**src/rtl/i2ct_pkg.sv**
```systemverilog
package i2ct_pkg;
  localparam int unsigned BYTE_W = 8;
  localparam int unsigned CNT_W  = $clog2(BYTE_W);
  localparam int unsigned ADDR_W = BYTE_W - 1;

  typedef enum logic [2:0] {
    PH_IDLE,
    PH_WBIT,
    PH_WACK,
    PH_RBIT,
    PH_RACK,
    PH_STALL
  } phase_e;

  // shift one received bit into the low end of a byte
  function automatic logic [BYTE_W-1:0] shift_in(input logic [BYTE_W-1:0] b, input logic d);
    return {b[BYTE_W-2:0], d};
  endfunction

  // true when the bit counter points at the final bit of a byte
  function automatic logic is_last_bit(input logic [CNT_W-1:0] c);
    return c == CNT_W'(BYTE_W - 1);
  endfunction
endpackage

```
**src/rtl/i2ct_pin_sync.sv**
```systemverilog
module i2ct_pin_sync #(
  parameter int unsigned PINS   = 2,
  parameter int unsigned STAGES = 2
) (
  input  logic            clk,
  input  logic            rst_n,
  input  logic [PINS-1:0] pin_i,
  output logic [PINS-1:0] now_o,
  output logic [PINS-1:0] prev_o
);
  logic [PINS-1:0] stg [STAGES];
  logic [PINS-1:0] prev_q;

  always_ff @(posedge clk or negedge rst_n) begin
    if (!rst_n) begin
      for (int s = 0; s < int'(STAGES); s++) stg[s] <= '1;
      prev_q <= '1;
    end else begin
      stg[0] <= pin_i;
      for (int s = 1; s < int'(STAGES); s++) stg[s] <= stg[s-1];
      prev_q <= stg[STAGES-1];
    end
  end

  assign now_o  = stg[STAGES-1];
  assign prev_o = prev_q;
endmodule

```
**src/rtl/i2ct_engine.sv**
```systemverilog
module i2ct_engine
  import i2ct_pkg::*;
(
  input  logic              clk,
  input  logic              rst_n,
  input  logic              sda_now,
  input  logic              sda_prev,
  input  logic              scl_now,
  input  logic              scl_prev,
  input  logic [BYTE_W-1:0] rd_data_i,
  output logic              start_o,
  output logic [ADDR_W-1:0] addr_o,
  output logic              rd_o,
  output logic              wr_valid_o,
  output logic [BYTE_W-1:0] wr_data_o,
  output logic              rd_req_o,
  output logic              nack_o,
  output logic              end_o,
  output logic              drive_o
);
  phase_e            ph_q, ph_n;
  logic [CNT_W-1:0]  cnt_q, cnt_n;
  logic [BYTE_W-1:0] buf_q, buf_n, rbyte;
  logic              av_q, av_n, dir_q, dir_n, drv_q, drv_n;

  // named bus events
  logic sda_chg, scl_chg, start_ev, stop_ev, scl_rise, scl_fall;
  assign sda_chg  = sda_now != sda_prev;
  assign scl_chg  = scl_now != scl_prev;
  assign start_ev = sda_chg && scl_prev && !sda_now;
  assign stop_ev  = sda_chg && scl_prev && sda_now;
  assign scl_rise = scl_chg && scl_now;
  assign scl_fall = scl_chg && !scl_now;

  always_comb begin
    ph_n = ph_q; cnt_n = cnt_q; buf_n = buf_q;
    av_n = av_q; dir_n = dir_q; drv_n = drv_q;
    start_o = 1'b0; wr_valid_o = 1'b0; rd_req_o = 1'b0;
    nack_o = 1'b0; end_o = 1'b0; rbyte = buf_q;
    // data line first, judged against the old clock level
    if (start_ev) begin
      ph_n = PH_WBIT; cnt_n = '0; av_n = 1'b0; drv_n = 1'b1;
    end else if (stop_ev) begin
      end_o = av_q; ph_n = PH_IDLE; av_n = 1'b0; drv_n = 1'b1;
    end
    if (scl_fall) drv_n = 1'b1;
    if (scl_rise) begin
      drv_n = 1'b1;
      case (ph_n)
        PH_WBIT: begin
          buf_n = shift_in(buf_n, sda_now);
          if (is_last_bit(cnt_n)) ph_n = PH_WACK;
          cnt_n = cnt_n + CNT_W'(1);
        end
        PH_WACK: begin
          if (!av_n) begin
            start_o = 1'b1; av_n = 1'b1; dir_n = buf_n[0];
          end else begin
            wr_valid_o = 1'b1;
          end
          ph_n = dir_n ? PH_RBIT : PH_WBIT;
          cnt_n = '0; drv_n = 1'b0;
        end
        PH_RBIT: begin
          if (cnt_n == '0) begin
            rd_req_o = 1'b1; rbyte = rd_data_i;
          end else begin
            rbyte = buf_n;
          end
          drv_n = rbyte[BYTE_W-1];
          buf_n = {rbyte[BYTE_W-2:0], 1'b0};
          if (is_last_bit(cnt_n)) ph_n = PH_RACK;
          cnt_n = cnt_n + CNT_W'(1);
        end
        PH_RACK: begin
          if (sda_now) begin
            nack_o = 1'b1; ph_n = PH_STALL;
          end else begin
            ph_n = PH_RBIT; cnt_n = '0;
          end
        end
        default: ;
      endcase
    end
  end

  always_ff @(posedge clk or negedge rst_n) begin
    if (!rst_n) begin
      ph_q <= PH_IDLE; cnt_q <= '0; buf_q <= '0;
      av_q <= 1'b0; dir_q <= 1'b0; drv_q <= 1'b1;
    end else begin
      ph_q <= ph_n; cnt_q <= cnt_n; buf_q <= buf_n;
      av_q <= av_n; dir_q <= dir_n; drv_q <= drv_n;
    end
  end

  assign addr_o    = buf_n[BYTE_W-1:1];
  assign rd_o      = buf_n[0];
  assign wr_data_o = buf_n;
  assign drive_o   = drv_q;


  stop_to_idle_chk: assert property (@(posedge clk) disable iff (!rst_n)
    end_o |=> (ph_q == PH_IDLE && !av_q));

  addr_ack_chk: assert property (@(posedge clk) disable iff (!rst_n)
    start_o |=> (av_q && !drv_q));

  rd_msb_chk: assert property (@(posedge clk) disable iff (!rst_n)
    rd_req_o |=> (drv_q == $past(rd_data_i[BYTE_W-1])));

  nack_stall_chk: assert property (@(posedge clk) disable iff (!rst_n)
    nack_o |=> (ph_q == PH_STALL));

  stall_released_chk: assert property (@(posedge clk) disable iff (!rst_n)
    (ph_q == PH_STALL) |-> drv_q);

  low_clk_data_chk: assert property (@(posedge clk) disable iff (!rst_n)
    (sda_chg && !scl_prev && !scl_chg) |=> $stable(ph_q));
endmodule

```
**src/rtl/i2ct_xact_decoder.sv**
```systemverilog
module i2ct_xact_decoder
  import i2ct_pkg::*;
#(
  parameter int unsigned SYNC_STAGES = 2
) (
  input  logic              clk,
  input  logic              rst_n,
  input  logic              scl_i,
  input  logic              sda_i,
  output logic              sda_o,
  output logic              xfer_start_o,
  output logic [ADDR_W-1:0] xfer_addr_o,
  output logic              xfer_rd_o,
  output logic              wr_valid_o,
  output logic [BYTE_W-1:0] wr_data_o,
  output logic              rd_req_o,
  input  logic [BYTE_W-1:0] rd_data_i,
  output logic              nack_o,
  output logic              xfer_end_o
);
  logic [1:0] pin_now, pin_prev;
  logic       drive;

  i2ct_pin_sync #(.PINS(2), .STAGES(SYNC_STAGES)) u_sync (
    .clk    (clk),
    .rst_n  (rst_n),
    .pin_i  ({scl_i, sda_i}),
    .now_o  (pin_now),
    .prev_o (pin_prev)
  );

  i2ct_engine u_eng (
    .clk        (clk),
    .rst_n      (rst_n),
    .sda_now    (pin_now[0]),
    .sda_prev   (pin_prev[0]),
    .scl_now    (pin_now[1]),
    .scl_prev   (pin_prev[1]),
    .rd_data_i  (rd_data_i),
    .start_o    (xfer_start_o),
    .addr_o     (xfer_addr_o),
    .rd_o       (xfer_rd_o),
    .wr_valid_o (wr_valid_o),
    .wr_data_o  (wr_data_o),
    .rd_req_o   (rd_req_o),
    .nack_o     (nack_o),
    .end_o      (xfer_end_o),
    .drive_o    (drive)
  );

  // wired-AND with the remembered data level
  assign sda_o = drive & pin_prev[0];


  pulse_excl_chk: assert property (@(posedge clk) disable iff (!rst_n)
    $onehot0({xfer_start_o, wr_valid_o, rd_req_o, nack_o, xfer_end_o}));

  stall_no_req_chk: assert property (@(posedge clk) disable iff (!rst_n)
    nack_o |=> !rd_req_o);
endmodule

```
**config.mk**
```make
export PLATFORM = sky130hd
export DESIGN_NAME = i2ct_xact_decoder
export DESIGN_NICKNAME = d
export VERILOG_FILES = /design/src/rtl/i2ct_pkg.sv /design/src/rtl/i2ct_pin_sync.sv /design/src/rtl/i2ct_engine.sv /design/src/rtl/i2ct_xact_decoder.sv
export SDC_FILE = /design/constraint.sdc
export NUM_CORES = 1
export LEC_CHECK = 0
export BUFFER_PORTS_ARGS = -buffer_cell sky130_fd_sc_hd__clkbuf_2
export CORE_MARGIN = 3
export CORE_UTILIZATION = 40
export DETAILED_ROUTE_END_ITERATION = 8
export GPL_TIMING_DRIVEN = 0
export HOLD_SLACK_MARGIN = 0.06
export PLACE_DENSITY = 0.6
export REMOVE_ABC_BUFFERS = 1
export SYNTH_ARGS = -nofsm -noshare
export SYNTH_HDL_FRONTEND = slang
export SYNTH_SLANG_ARGS = --single-unit
```
**constraint.sdc**
```tcl
create_clock -name clk -period 5.05 [get_ports clk]
set_clock_uncertainty 0.1 [all_clocks]
set_input_delay 0.2525 -clock clk [delete_from_list [all_inputs] [get_ports clk]]
set_output_delay 0.2525 -clock clk [all_outputs]
set_load 0.02 [all_outputs]
```
# == After elaboration in Yosys (flattened, before gate mapping) ==
# Index checks and enable logic that the tools add are counted.
# classes
addsub,1
mul,0
mux,41
n_eq_ne,7
n_lt_le_gt_ge,0
div,0
bitwise_logic,1
reduce_logical,11
shift,0
# ops
cell,count
2-to-1 mux 3 bit,9
2-to-1 mux 1 bit,25
2-to-1 mux 8 bit,2
one-hot mux 8 bit (2 select lines),1
one-hot mux 3 bit (4 select lines),1
one-hot mux 3 bit (3 select lines),1
== test 3 x 2 -> 1 bit (second input constant),2
== test 3 bit (second input constant),2
logical AND 1 bit,5
nonzero test 4 bit,1
adder 3 x 1 -> 3 bit (second input constant),1
== test 3 x 1 -> 1 bit (second input constant),1
zero test 3 bit,1
zero test 1 bit,2
2-to-1 mux 2 bit,1
!= test 1 bit,2
one-hot mux 1 bit (2 select lines),1
AND reduction 2 bit,1
OR reduction 2 bit,1
bitwise AND 1 bit,1
# word_totals
regBits,23
ram_bits,0
mem_bits_ro,0
latchBits,0
n_memories,0

# == Longest topological paths before layout ==
# depth
depth_word,11
mapped_depth,10

# == By module ==
# From an unflattened synthesis, not the netlist that was laid out.
# unflattened
cells_unflattened,131
hier_area_um2,1311.3
# by_module_without_submodules
module,instances,seq_area_each_um2,area_per_inst_um2,cells_each
i2ct_engine,1,426.7,1132.3,122
i2ct_pin_sync,1,157.7,172.7,8
i2ct_xact_decoder,1,0.0,6.3,1

# == Worst setup path after synthesis ==
# OpenSTA, ideal clock, no wires.
# synth_path
kind,flip-flop to output port
startpoint,reg u_sync.prev_q[1] (netlist: u_sync.prev_o[1])
endpoint,out wr_data_o[0]
arrival_ns,2.294
stages_incl_launch_ff,9
required_time_ns,4.698
slack_ns,2.403
path_cell_list,dfstp_2 -> buf_2 -> inv_1 -> ha_1 -> clkbuf_1 -> a21boi_0 -> buf_2 -> o21ai_0 -> buf_4
# synth_between
elab_chain_cells,7
# synth_rtl
element,line,source
"start, declared",i2ct_pin_sync.sv:12,logic [PINS-1:0] prev_q;
"start signal, assigned",i2ct_pin_sync.sv:21,prev_q <= stg[STAGES-1];
logical AND 1 bit,"i2ct_engine.sv:30, i2ct_engine.sv:31",
logical AND 1 bit,i2ct_engine.sv:31,assign stop_ev = sda_chg && scl_prev && sda_now;
2-to-1 mux 3 bit,i2ct_engine.sv:43,end else if (stop_ev) begin
2-to-1 mux 3 bit,i2ct_engine.sv:41,if (start_ev) begin
== test 3 x 2 -> 1 bit / == test 3 x 1 -> 1 bit (equally long branches),i2ct_engine.sv:49,case (ph_n)
one-hot mux 8 bit (2 select lines),i2ct_engine.sv:49,
2-to-1 mux 8 bit (*),i2ct_engine.sv:47,if (scl_rise) begin
"end, declared",i2ct_xact_decoder.sv:15,"output logic [BYTE_W-1:0] wr_data_o,"
# Every way passes the cells marked *; elsewhere a longest branch is shown, timed or not.

# == Final worst setup path ==
# layout_path
startpoint,reg u_sync.prev_q[1] (netlist: u_sync.prev_o[1])
endpoint,out xfer_addr_o[3]
# layout_between
elab_chain_cells,7
# layout_rtl
element,line,source
logical AND 1 bit,"i2ct_engine.sv:30, i2ct_engine.sv:31",
logical AND 1 bit (on tied branches),"i2ct_engine.sv:31, i2ct_engine.sv:30",
2-to-1 mux 3 bit (on tied branches),"i2ct_engine.sv:43, i2ct_engine.sv:41",
2-to-1 mux 3 bit / zero test 3 bit (equally long branches),"i2ct_engine.sv:41, i2ct_engine.sv:65",
== test 3 x 2 -> 1 bit (tied with other cells),i2ct_engine.sv:49,
one-hot mux 8 bit (2 select lines),i2ct_engine.sv:49,
2-to-1 mux 8 bit (*),i2ct_engine.sv:47,
"end, declared",i2ct_xact_decoder.sv:12,"output logic [ADDR_W-1:0] xfer_addr_o,"
# Marks and branches as above.

==> Flow_metrics.wiki <==
{| class="wikitable"
! Metric !! Value
|-
| Global placement routability congestion || 0.911
|-
| Crit path buf inv count || 1
|-
| Fmax achieved || 0.305 GHz
|-
| Area growth syn-to-layout || 11.2%
|-
| Via Count || 1164
|-
| Worst-path maximum fanout || 11
|-
| Insertion delay of the later-clocked pin in the worst-skew pair || 0.31 ns
|-
| CTS tree || yes
|-
| Async set or reset register ratio after synthesis || 100%
|-
| Global-route wire length before repair || 5240 um
|-
| Power Density || 321 nW/um2
|-
| Clock root buffer master || clkbuf_4
|-
| Post-detailed-route count of antenna-violating nets || 0
|-
| Max-cap check violation count || 0
|-
| Congestion Overflow GR || 0
|-
| Worst setup path category || flop to output port
|-
| Clock Path Buffers || 2
|-
| Antenna violations before repair || 0
|-
| WHS || 0.113 ns
|-
| Fill count || 328
|-
| Highest cell delay on the worst timing path || 0.97 ns
|-
| Min Clock Period, post-route || 3.28 ns
|-
| GRT Total Usage || 15.7%
|-
| Leakage component of the power || 0.705 nW
|-
| Die Wd || 65.9 um
|-
| Final critical-path share of the clock period || 65.0%
|-
| First DRT Iteration DRCs || 82
|-
| Total Neg Setup Slack || 0 ns
|-
| Most instantiated flip-flop cell in the synthesis netlist || dfrtp_1
|-
| Post-CTS Resized || 0
|-
| Power consumption || 0.000512 W
|-
| Syn_area_per_cell || 9.97 um2
|-
| # DRC || 0
|-
| Vias per cell || 5.46
|-
| Worst-case vdd ir drop || 166 uV
|-
| Nets || 184
|-
| Max-Slew Margin vs Limit || 17.8%
|-
| Share of synthesized area occupied by flip-flops and latches || 40.7%
|-
| Most frequent cells in the layout || 33 x clkbuf_2, 16 x dfrtp_1, 14 x inv_1
|-
| Vertical die dimension || 65.9 um
|-
| Core ar. || 3390 um2
|-
| HPWL after detailed placement || 2280 um
|-
| Unrepaired setup endpoints after global routing || false
|-
| Netlist area before placement || 1440 um2
|-
| Wire length per cell after detailed routing || 14.5 um
|-
| Number of cells produced by synthesis || 144
|-
| Aggregate routed wire length || 3090 um
|-
| Standard-cell rows || 21
|-
| Req. time, crit path || 4.70 ns
|-
| Cells along the critical path || nor2b_1, o21ai_0, a21boi_0, o221ai_1, clkbuf_2
|-
| Post-Route Utilization || 47.1%
|-
| Detailed-routed wire length on met3 || 188 um
|-
| Top layer reached by signal wires || met3
|-
| Hold Path Class || primary input to flop
|-
| Pins Over Slew Limit || 0
|-
| Crit path max-delay family || compound AO/OA/AOI/OAI gates
|-
| Most common library cell in the layout ignoring fill and taps || clkbuf_2
|-
| Result of the run || complete, no violations
|-
| Number of search-and-repair iterations in the first detailed-routing pass || 4
|-
| IO Pins || 34
|-
| Detailed route wirelength on metal2 || 1540 um
|-
| Length of routed wiring on met1 || 1360 um
|-
| Fraction of layout cells with a size suffix above 1 || 30.5%
|-
| Clock slew at the register clock pins of the worst setup and hold paths || 0.13 ns
|-
| Slowest cell on crit path || a21boi_0
|-
| Total of endpoints with negative setup slack in the final report || 0
|-
| Area of the die || 4340 um2
|-
| Initial core utilization || 42.3%
|-
| Number of enable-type register cells in the synthesized netlist || 0
|-
| Number of different library cells in the post-synthesis netlist || 47
|-
| Via count of the first global-routing pass || 1094
|-
| Arrival time at the worst endpoint || 2.93 ns
|-
| Synthesis Warnings || 0
|-
| Maximum number of pins on one net before global-route repair || 24
|-
| Sink count of the clock tree || 23
|-
| Count of port buffers added during placement || 33
|-
| Worst Setup End Kind || output port
|-
| Number of CTS-inserted buffers || 3
|-
| Least-Margin Pin Slew || 1.22 ns
|-
| Kind of launch point of the worst setup path || flop
|-
| Final hold violation count || 0
|-
| Reg2reg setup slack || 2.38 ns
|-
| Flip-flop and latch count after synthesis || 23
|-
| Level count of the clock H-tree || 1
|-
| Number of antenna cells inserted || 0
|}
stage by stage:
| step | cells | instance area, um2 | worst slack, ns |
|---|---|---|---|
| final | 213 | 1600 | 1.77 |
| after global placement | 206 | 1540 | 2.19 |
| after detailed placement | 206 | 1540 | 2.05 |
| after floorplan | 127 | 1320 | 2.37 |
| after CTS | 213 | 1600 | 1.68 |
| after global routing | 213 | 1600 | 1.48 |
per-layer routing:
metal  vias to the layer above  GRT usage [%]
met5                         -              0
met4                         0           4.66
met3                         0           2.55
met2                        53           26.9
met1                       552           20.1
li1                        559              -
registers in the layout, indices dropped and copies added (netlist names):
signal and flops:
u_eng.av_q 1, u_eng.buf_q 8, u_eng.cnt_q 3, u_eng.dir_q 1
u_eng.drive_o 1, u_eng.ph_q 3, u_sync.now_o 2, u_sync.prev_o 2
u_sync.stg 2
worst paths after layout:
path,from,to,cells after the start
setup / recovery,u_sync.prev_o[1]$_DFF_PN1_,xfer_addr_o[3],5
max in group asynchronous,rst_n,u_sync.stg[3]$_DFF_PN1_,2
hold / removal,rd_data_i[6],u_eng.buf_q[7]$_DFF_PN0_,3
setup reg to reg,u_sync.prev_o[1]$_DFF_PN1_,u_eng.buf_q[4]$_DFF_PN0_,4
hold reg to reg,u_sync.stg[2]$_DFF_PN1_,u_sync.now_o[0]$_DFF_PN1_,0
min in group asynchronous,rst_n,u_eng.av_q$_DFF_PN0_,2
power by group:
part           switching (W)  internal (W)  total [W]  leakage [nW]
registers          0.0000173      0.000214   0.000231         0.281
clock network      0.0000578     0.0000296  0.0000874        0.0177
logic               0.000126     0.0000681   0.000194         0.407
timing repair:
item                      in CTS  in global routing
buffers inserted               0                  0
hold buffers                   3                  0
hold endpoints to repair      18                  0
cells in the mapped netlist, types with 2 or more instances:
library cell  count  area (um2)
inv_1            14        52.6
buf_6             2        22.5
mux2i_1           3        30.0
o211ai_1          2        15.0
o21ai_0           6        30.0
dfstp_2           7         184
ha_1              4        50.1
o221ai_1          7        61.3
nor2_1            3        11.3
and2_1            2        12.5
a21oi_1           3        15.0
nand2b_1          2        12.5
dfrtp_1          16         400
nand2_1           9        33.8
nand3_1           8        40.0
nor2b_1           5        31.3
a22o_1            3        26.3
nor3b_1           2        15.0
a22oi_1           4        30.0
buf_2             5        25.0
buf_4             9        67.6
nor3_1            3        15.0
area by class of cell:
class	instances	area, um2	area share, %
well taps	46	57.6	3.61
flip-flops and latches	23	584	36.6
repair buffers	36	195	12.2
inverters	14	52.6	3.29
multi-input cells	90	679	42.6
clock inverters	1	5.00	0.313
clock buffers	3	22.5	1.41
logic make-up after synthesis:
| group | after synthesis | synth area share [%] |
|---|---|---|
| fa+ha+maj | 4 | 3.49 |
| mux | 4 | 2.88 |
| buf+inv | 31 | 11.9 |
| simple gates | 44 | 18.4 |
| xor+xnor | 1 | 1.92 |
| flops | 23 | 40.7 |
| compound gates | 37 | 20.7 |
worst min-delay path, stage by stage:
cell,delay (ns)
clkbuf_2,0.07
nand3_1,0.05
o221ai_1,0.10
No activity file was read; power rests on OpenSTA's default activity.
